**config.mk**
```make
export PLATFORM = sky130hd
export DESIGN_NAME = pit_channel
export DESIGN_NICKNAME = d
export VERILOG_FILES = /design/src/rtl/pit_pkg.sv /design/src/rtl/pit_host.sv /design/src/rtl/pit_counter.sv /design/src/rtl/pit_readback.sv /design/src/rtl/pit_channel.sv
export SDC_FILE = /design/constraint.sdc
export NUM_CORES = 1
export LEC_CHECK = 0
export CAP_MARGIN = 10
export CORE_ASPECT_RATIO = 1.2
export CORE_UTILIZATION = 50
export CTS_CLUSTER_DIAMETER = 30
export DETAILED_ROUTE_END_ITERATION = 10
export DONT_BUFFER_PORTS = 1
export GPL_TIMING_DRIVEN = 1
export PLACE_DENSITY_LB_ADDON = 0.15
export SLEW_MARGIN = 20
export SYNTH_ARGS = -nofsm -noshare
export SYNTH_HDL_FRONTEND = slang
export SYNTH_SLANG_ARGS = --single-unit
```
**constraint.sdc**
```tcl
create_clock -name clk -period 5.61 [get_ports clk]
set_input_delay 0.561 -clock clk [delete_from_list [all_inputs] [get_ports clk]]
set_output_delay 0.561 -clock clk [all_outputs]
set_load 0.03 [all_outputs]
```
**src/rtl/pit_pkg.sv**
```systemverilog
package pit_pkg;
  localparam int CNT_W = 16;
  localparam int EXT_W = CNT_W + 1;
  localparam int BYTE_W = 8;

  typedef enum logic [1:0] {
    ACC_LATCH = 2'd0,
    ACC_LO    = 2'd1,
    ACC_HI    = 2'd2,
    ACC_BOTH  = 2'd3
  } acc_e;

  // zero means a full 2^CNT_W period
  function automatic logic [EXT_W-1:0] fix_count(input logic [CNT_W-1:0] v);
    logic [EXT_W-1:0] r;
    if (v == '0) r = {1'b1, {CNT_W{1'b0}}};
    else r = {1'b0, v};
    return r;
  endfunction

  // modes 6 and 7 fold onto 2 and 3
  function automatic logic [2:0] norm_mode(input logic [2:0] m);
    logic [2:0] r;
    if (m[2] && m[1]) r = {1'b0, m[1:0]};
    else r = m;
    return r;
  endfunction

  function automatic logic retrig_mode(input logic [2:0] m);
    return (m == 3'd1) || (m == 3'd2) || (m == 3'd3) || (m == 3'd5);
  endfunction

  function automatic logic gate_start_mode(input logic [2:0] m);
    return (m == 3'd1) || (m == 3'd5);
  endfunction

  function automatic logic wave(input logic [2:0] m, input logic waiting,
                                input logic started, input logic [EXT_W-1:0] d,
                                input logic [EXT_W-1:0] p, input logic [EXT_W-1:0] cnt);
    logic o;
    if (waiting) o = (m != 3'd0);
    else if (!started) o = 1'b1;
    else begin
      case (m)
        3'd0, 3'd1: o = (d >= cnt);
        3'd2:       o = (p != cnt - 1'b1);
        3'd3:       o = (p < ((cnt + 1'b1) >> 1));
        default:    o = (d != cnt);
      endcase
    end
    return o;
  endfunction

  function automatic logic [CNT_W-1:0] live_value(input logic [2:0] m,
                                                  input logic [EXT_W-1:0] d,
                                                  input logic [EXT_W-1:0] p,
                                                  input logic [EXT_W-1:0] cnt);
    logic [EXT_W-1:0] e;
    logic [EXT_W-1:0] v;
    if (m == 3'd2 || m == 3'd3) e = p;
    else if (d > cnt) e = cnt;
    else e = d;
    v = cnt - e;
    return v[CNT_W-1:0];
  endfunction
endpackage

```
**src/rtl/pit_host.sv**
```systemverilog
module pit_host
  import pit_pkg::*;
(
  input  logic              clk,
  input  logic              rst_n,
  input  logic              wr_en,
  input  logic              wr_ctl,
  input  logic [BYTE_W-1:0] wr_data,
  output logic [2:0]        mode_q,
  output acc_e              acc_q,
  output logic [EXT_W-1:0]  count_q,
  output logic              cw_wr,
  output logic              latch_cmd,
  output logic              load_p,
  output logic [CNT_W-1:0]  load_raw
);
  logic              wphase;
  logic [BYTE_W-1:0] lsb_q;
  logic              is_ctl;
  logic              is_cnt;

  assign is_ctl    = wr_en && wr_ctl;
  assign is_cnt    = wr_en && !wr_ctl;
  assign cw_wr     = is_ctl && (wr_data[5:4] != 2'b00);
  assign latch_cmd = is_ctl && (wr_data[5:4] == 2'b00);

  always_comb begin
    load_p   = 1'b0;
    load_raw = '0;
    case (acc_q)
      ACC_LO: begin
        load_p   = is_cnt;
        load_raw = {{(CNT_W-BYTE_W){1'b0}}, wr_data};
      end
      ACC_HI: begin
        load_p   = is_cnt;
        load_raw = {wr_data, {(CNT_W-BYTE_W){1'b0}}};
      end
      ACC_BOTH: begin
        load_p   = is_cnt && wphase;
        load_raw = {wr_data, lsb_q};
      end
      default: ;
    endcase
  end

  always_ff @(posedge clk) begin
    if (!rst_n) begin
      mode_q  <= 3'd3;
      acc_q   <= ACC_BOTH;
      count_q <= fix_count('0);
      wphase  <= 1'b0;
      lsb_q   <= '0;
    end else if (cw_wr) begin
      mode_q <= norm_mode(wr_data[3:1]);
      acc_q  <= acc_e'(wr_data[5:4]);
      wphase <= 1'b0;
    end else if (is_cnt) begin
      if (load_p) count_q <= fix_count(load_raw);
      if (acc_q == ACC_BOTH) begin
        if (!wphase) lsb_q <= wr_data;
        wphase <= !wphase;
      end
    end
  end
endmodule

```
**src/rtl/pit_counter.sv**
```systemverilog
module pit_counter
  import pit_pkg::*;
#(
  parameter bit GATE_RESET = 1'b1
) (
  input  logic             clk,
  input  logic             rst_n,
  input  logic             gate,
  input  logic [2:0]       mode_q,
  input  logic [EXT_W-1:0] count_q,
  input  logic             cw_wr,
  input  logic             load_p,
  output logic [EXT_W-1:0] d_q,
  output logic [EXT_W-1:0] p_q,
  output logic             started_q,
  output logic             waiting_q,
  output logic             retrig
);
  logic gate_q;
  logic gate_rise;

  assign gate_rise = gate && !gate_q;
  assign retrig    = gate_rise && retrig_mode(mode_q) && !waiting_q;

  always_ff @(posedge clk) begin
    if (!rst_n) begin
      gate_q    <= GATE_RESET;
      d_q       <= '0;
      p_q       <= '0;
      started_q <= 1'b1;
      waiting_q <= 1'b0;
    end else begin
      gate_q <= gate;
      if (cw_wr) begin
        waiting_q <= 1'b1;
        started_q <= 1'b0;
        d_q       <= '0;
        p_q       <= '0;
      end else if (load_p) begin
        waiting_q <= 1'b0;
        started_q <= !gate_start_mode(mode_q);
        d_q       <= '0;
        p_q       <= '0;
      end else if (retrig) begin
        started_q <= 1'b1;
        d_q       <= '0;
        p_q       <= '0;
      end else if (started_q && !waiting_q) begin
        if (d_q <= count_q) d_q <= d_q + 1'b1;
        if (p_q == count_q - 1'b1) p_q <= '0;
        else p_q <= p_q + 1'b1;
      end
    end
  end
endmodule

```
**src/rtl/pit_readback.sv**
```systemverilog
module pit_readback
  import pit_pkg::*;
(
  input  logic              clk,
  input  logic              rst_n,
  input  logic              rd_en,
  input  acc_e              acc_q,
  input  logic              latch_cmd,
  input  logic              cw_wr,
  input  logic [CNT_W-1:0]  live,
  output logic [BYTE_W-1:0] rd_data,
  output logic              latched_q,
  output logic [CNT_W-1:0]  latch_q
);
  logic             rphase;
  logic             release_now;
  logic             hi_sel;
  logic [CNT_W-1:0] src;

  assign release_now = rd_en && ((acc_q != ACC_BOTH) || rphase);
  assign src         = latched_q ? latch_q : live;
  assign hi_sel      = (acc_q == ACC_HI) || ((acc_q == ACC_BOTH) && rphase);
  assign rd_data     = hi_sel ? src[CNT_W-1:CNT_W-BYTE_W] : src[BYTE_W-1:0];

  always_ff @(posedge clk) begin
    if (!rst_n) begin
      latched_q <= 1'b0;
      latch_q   <= '0;
      rphase    <= 1'b0;
    end else if (cw_wr) begin
      latched_q <= 1'b0;
      rphase    <= 1'b0;
    end else begin
      if (rd_en && acc_q == ACC_BOTH) rphase <= !rphase;
      if (release_now) latched_q <= 1'b0;
      if (latch_cmd && !latched_q) begin
        latched_q <= 1'b1;
        latch_q   <= live;
      end
    end
  end
endmodule

```
**src/rtl/pit_channel.sv**
```systemverilog
module pit_channel
  import pit_pkg::*;
#(
  parameter bit GATE_RESET = 1'b1
) (
  input  logic              clk,
  input  logic              rst_n,
  input  logic              gate,
  input  logic              wr_en,
  input  logic              wr_ctl,
  input  logic [BYTE_W-1:0] wr_data,
  input  logic              rd_en,
  output logic [BYTE_W-1:0] rd_data,
  output logic              out
);
  logic [2:0]       mode_q;
  acc_e             acc_q;
  logic [EXT_W-1:0] count_q;
  logic             cw_wr;
  logic             latch_cmd;
  logic             load_p;
  logic [CNT_W-1:0] load_raw;
  logic [EXT_W-1:0] d_q;
  logic [EXT_W-1:0] p_q;
  logic             started_q;
  logic             waiting_q;
  logic             retrig;
  logic [CNT_W-1:0] live;
  logic             latched_q;
  logic [CNT_W-1:0] latch_q;

  pit_host u_host (
    .clk(clk), .rst_n(rst_n), .wr_en(wr_en), .wr_ctl(wr_ctl), .wr_data(wr_data),
    .mode_q(mode_q), .acc_q(acc_q), .count_q(count_q), .cw_wr(cw_wr),
    .latch_cmd(latch_cmd), .load_p(load_p), .load_raw(load_raw)
  );

  pit_counter #(.GATE_RESET(GATE_RESET)) u_cnt (
    .clk(clk), .rst_n(rst_n), .gate(gate), .mode_q(mode_q), .count_q(count_q),
    .cw_wr(cw_wr), .load_p(load_p), .d_q(d_q), .p_q(p_q),
    .started_q(started_q), .waiting_q(waiting_q), .retrig(retrig)
  );

  assign live = live_value(mode_q, d_q, p_q, count_q);
  assign out  = wave(mode_q, waiting_q, started_q, d_q, p_q, count_q);

  pit_readback u_rd (
    .clk(clk), .rst_n(rst_n), .rd_en(rd_en), .acc_q(acc_q), .latch_cmd(latch_cmd),
    .cw_wr(cw_wr), .live(live), .rd_data(rd_data), .latched_q(latched_q),
    .latch_q(latch_q)
  );
endmodule

```
==> run metrics <==
post-synthesis cell count=around 850; Post-synth top flop=dfxtp_1; gp weighted congestion=0.965; Clock power frac=roughly 37%; Post-DP HPWL=15500 um; dpl ws=around 0.047 ns; Final Cycle Share=just under 100%; register-to-register setup slack=around 1.1 ns; Post-synth EDFFs=0; largest family of logic cells by synthesized area=simple AND/OR/NAND/NOR gates; final-report hold violation count=0; max cap viols=0; sequential area share after synthesis=roughly a quarter; Sw Ratio=a little under a third; status=complete, no violations; syn_nets=around 920; antenna diode count=0; global route hottest layer=met2; row cnt=45; maximum clock frequency=0.181 GHz; Die Footprint=between 10000 and 15000 um^2; FF-to-FF path depth=20; Crit Path Max Fanout=26; mux share of post-synthesis cell area=4.77%; # nets final=931; vias in the first global route=a little over 6000; Sw Pwr=about 550 uW; setup ws final=between 0.07 and 0.08 ns; total of warnings raised by yosys=0; leakage=0.00289 uW; share of the synthesized area in the top cell type=25.9%; R2R Path Start=u_host.count_q[15]; GRT overflow=0; clock slew at reported path FFs=~0.07 ns; GR Layer Usage met3=4.31%; drt first pass iters=5; Setup violations, final=0; final core utilization=between 50 and 60%; clk root buf=clkbuf_16; Post-Route WL=slightly above 20000 um; Chip Height=128 um; number of H-tree levels=3; met2 Track Usage GR=53.8%; Comb pwr share=25.8%; met1 Usage GRT=a little over a third; Setup CP Type=flop to output port; Num CTS Buffers=9; type of the worst min-delay path=input port to flop; CTS sink cnt=86; global-route wire length before repair=32200 um; initial antenna violation count=0; Seq cells post-synth=86; Hold-fix buffers, CTS=0; post-layout minimum cycle time=between 5 and 6 ns; worst-skew pair later-pin latency=about 0.36 ns; slew margin rel.=a little over a third; die width=107 um; Pwr per Cell Area=approximately 230 nW/um^2; largest net degree at the start of global routing=56; area grow syn2layout=12.6%; post-route ant nets=0; crit path DAT=between 4 and 5 ns; RR Endpoint=u_rd.latch_q[15]; count of final max-slew check failures=0; CP Launch Type=flop; Async SR Flop Fraction=0%; GRT Resource Usage Total=30.7%; clk_skew=slightly below 0.01 ns; Cell variety after synth=62; post-DR wirelength/cell=slightly below 20 um; vias per cell=roughly 6.0; fill count=between 1000 and 1500; CORE AREA=~13000 um^2; IO Pins=23; Fin Setup TNS=0 ns; Post-Syn Area=6660 um^2; maximum VDD drop=158 uV; critical path data required time=between 5 and 6 ns; Pint=between 1000 and 1500 uW; synth top area cells=dfxtp_1 26%, ha_1 10%, xnor2_1 7.2%, nor2_1 5.2%, nand2_1 5.1%; Slew @ Worst Pin=between 0.9 and 1 ns; multi-input logic area=4750 um^2; layout cells sized above 1=a little over an eighth; Starting Density=51.9%; clock tree buffer depth=2; Synth area leader=dfxtp_1; Adder-Cell Fraction of Synth Area=between 10% and 20%; Residual DRC=0; crit path capture type=output port; Worst Setup SP=u_host.count_q[15]; simple-gate portion of the synthesized area=25.8%; Synth Area in Compound Gates=~18%; initial detailed-routing violation count=between 300 and 400; register share of total power=a little under two fifths; I/O Buffers=0; CTS tree=done; Critical Path Sink=rd_data[7]; FF/Latch Area=1730 um^2; Post-Synth XOR/XNOR Area=10.3%; Vias=between 6000 and 7000; syn_area_per_cell=about 8 um^2
## registers in the layout, summed over array words and instances (netlist names), 2 cells and up
signal and cells:
u_cnt.d_q 17, u_cnt.p_q 17, u_host.count_q 17, u_rd.latch_q 16, u_host.lsb_q 8, u_host.mode_q 3
u_host.acc_q 2
## synth_stat cells (all sizes together), types with 2 or more instances
cell and instances:
a2111oi 2, a211oi 9, a21boi 18, a21o 10, a21oi 44, a22oi 17
a2bb2oi 3, a311oi 2, a31o 2, a31oi 9, a41oi 3, and2 6
and3 8, and4 3, buf 10, clkbuf 40, dfxtp 86, ha 55
inv 29, mux2i 25, mux4 3, nand2 90, nand2b 5, nand3 35
nand4 18, nor2 94, nor2b 23, nor3 27, nor3b 6, nor4 12
o211ai 6, o21a 6, o21ai 24, o21bai 4, o31a 2, o31ai 5
or2 3, or3 9, or3b 3, or4 6, xnor2 55, xor2 23
## through the flow
| stage | instance area, um^2 | std cells | hold slack [ns] | power, uW |
|---|---|---|---|---|
| 5_1_grt | 7490 | 1030 | 0.265 | 1800 |
| 2_1_floorplan | 6660 | 852 | 0.440 | 963 |
| 3_5_place_dp | 6980 | 1004 | 0.458 | 1070 |
| 6_report | 7490 | 1030 | 0.271 | 1730 |
| 4_1_cts | 7360 | 1024 | 0.263 | 1710 |
| 3_3_place_gp | 6980 | 1004 | 0.449 | 1060 |
## worst min-delay path by stage
stage,from,endpoint,slack (ns),cells after the start
6_report,rst_n,u_host.mode_q[0],0.27,1
5_1_grt,rst_n,u_host.mode_q[0],0.27,1
4_1_cts,rst_n,u_host.mode_q[0],0.26,1
3_5_place_dp,u_rd.latch_q[10],u_rd.latch_q[10],0.46,2
3_3_place_gp,u_host.lsb_q[3],u_host.lsb_q[3],0.45,2
2_1_floorplan,u_rd.latch_q[10],u_rd.latch_q[10],0.44,2
## placed cells by master, fill, tap and decap left out, types with 22 or more instances in the layout
cell type | synthesis | layout
nor2_1 | 93 | 92
mux2i_1 | 25 | 24
xor2_1 | 23 | 23
buf_4 | 0 | 44
dfxtp_1 | 86 | 83
inv_1 | 29 | 26
xnor2_1 | 55 | 55
a21oi_1 | 44 | 41
nor3_1 | 27 | 27
nand2_1 | 90 | 90
ha_1 | 55 | 51
nand3_1 | 35 | 35
nor2b_1 | 23 | 22
## kinds of logic (layout without fill, tap and decap cells)
kind of cell,Yosys count,count (layout)
flops,86,86
xor+xnor,78,78
fa+ha+maj,56,56
mux,28,28
simple gates,351,351
compound gates,173,173
buf+inv,80,94
## worst max-delay path, cell delays in order, from the launching register on
cell	delay (ns)
dfxtp_1	0.35
inv_1	0.07
ha_1	0.31
nand4_1	0.17
or4_4	0.50
a21o_4	0.23
a31oi_4	0.22
buf_4	0.16
buf_12	0.17
mux2i_1	0.20
nor2_1	0.06
a21oi_1	0.16
ha_2	0.24
a21oi_1	0.12
a211oi_2	0.34
o21ai_2	0.13
a211oi_2	0.29
o31ai_2	0.13
xor2_1	0.17
mux4_2	0.59
## power groups by stage
stage	sequential (uW)	clock, uW	combinational [uW]
floorplan	654	0	309
global placement	659	0	403
detailed placement	660	0	411
CTS	647	646	419
global route	649	669	481
finish	647	637	447
## cell type report
cell class,count,area share [%]
multi-input cells,686,63.3
flip-flops and latches,86,23.0
repair buffers,48,5.24
clock buffers,11,3.37
well taps,164,2.74
inverters,30,1.50
clock inverters,5,0.768
## per-layer routing
layer | vias to the layer above | wire, um
met5 | - | 0
met4 | 0 | 1130
met3 | 54 | 871
met2 | 189 | 9980
met1 | 2905 | 8300
li1 | 3029 | -
## timing repair
item | in CTS | in global routing
endpoints found under the setup margin | 8 | 8
resized for setup | 10 | 25
buffers inserted | 4 | 6
endpoints found under the hold margin | 0 | 0
pin swaps | 5 | 15
(Power assumes the default switching activity.)
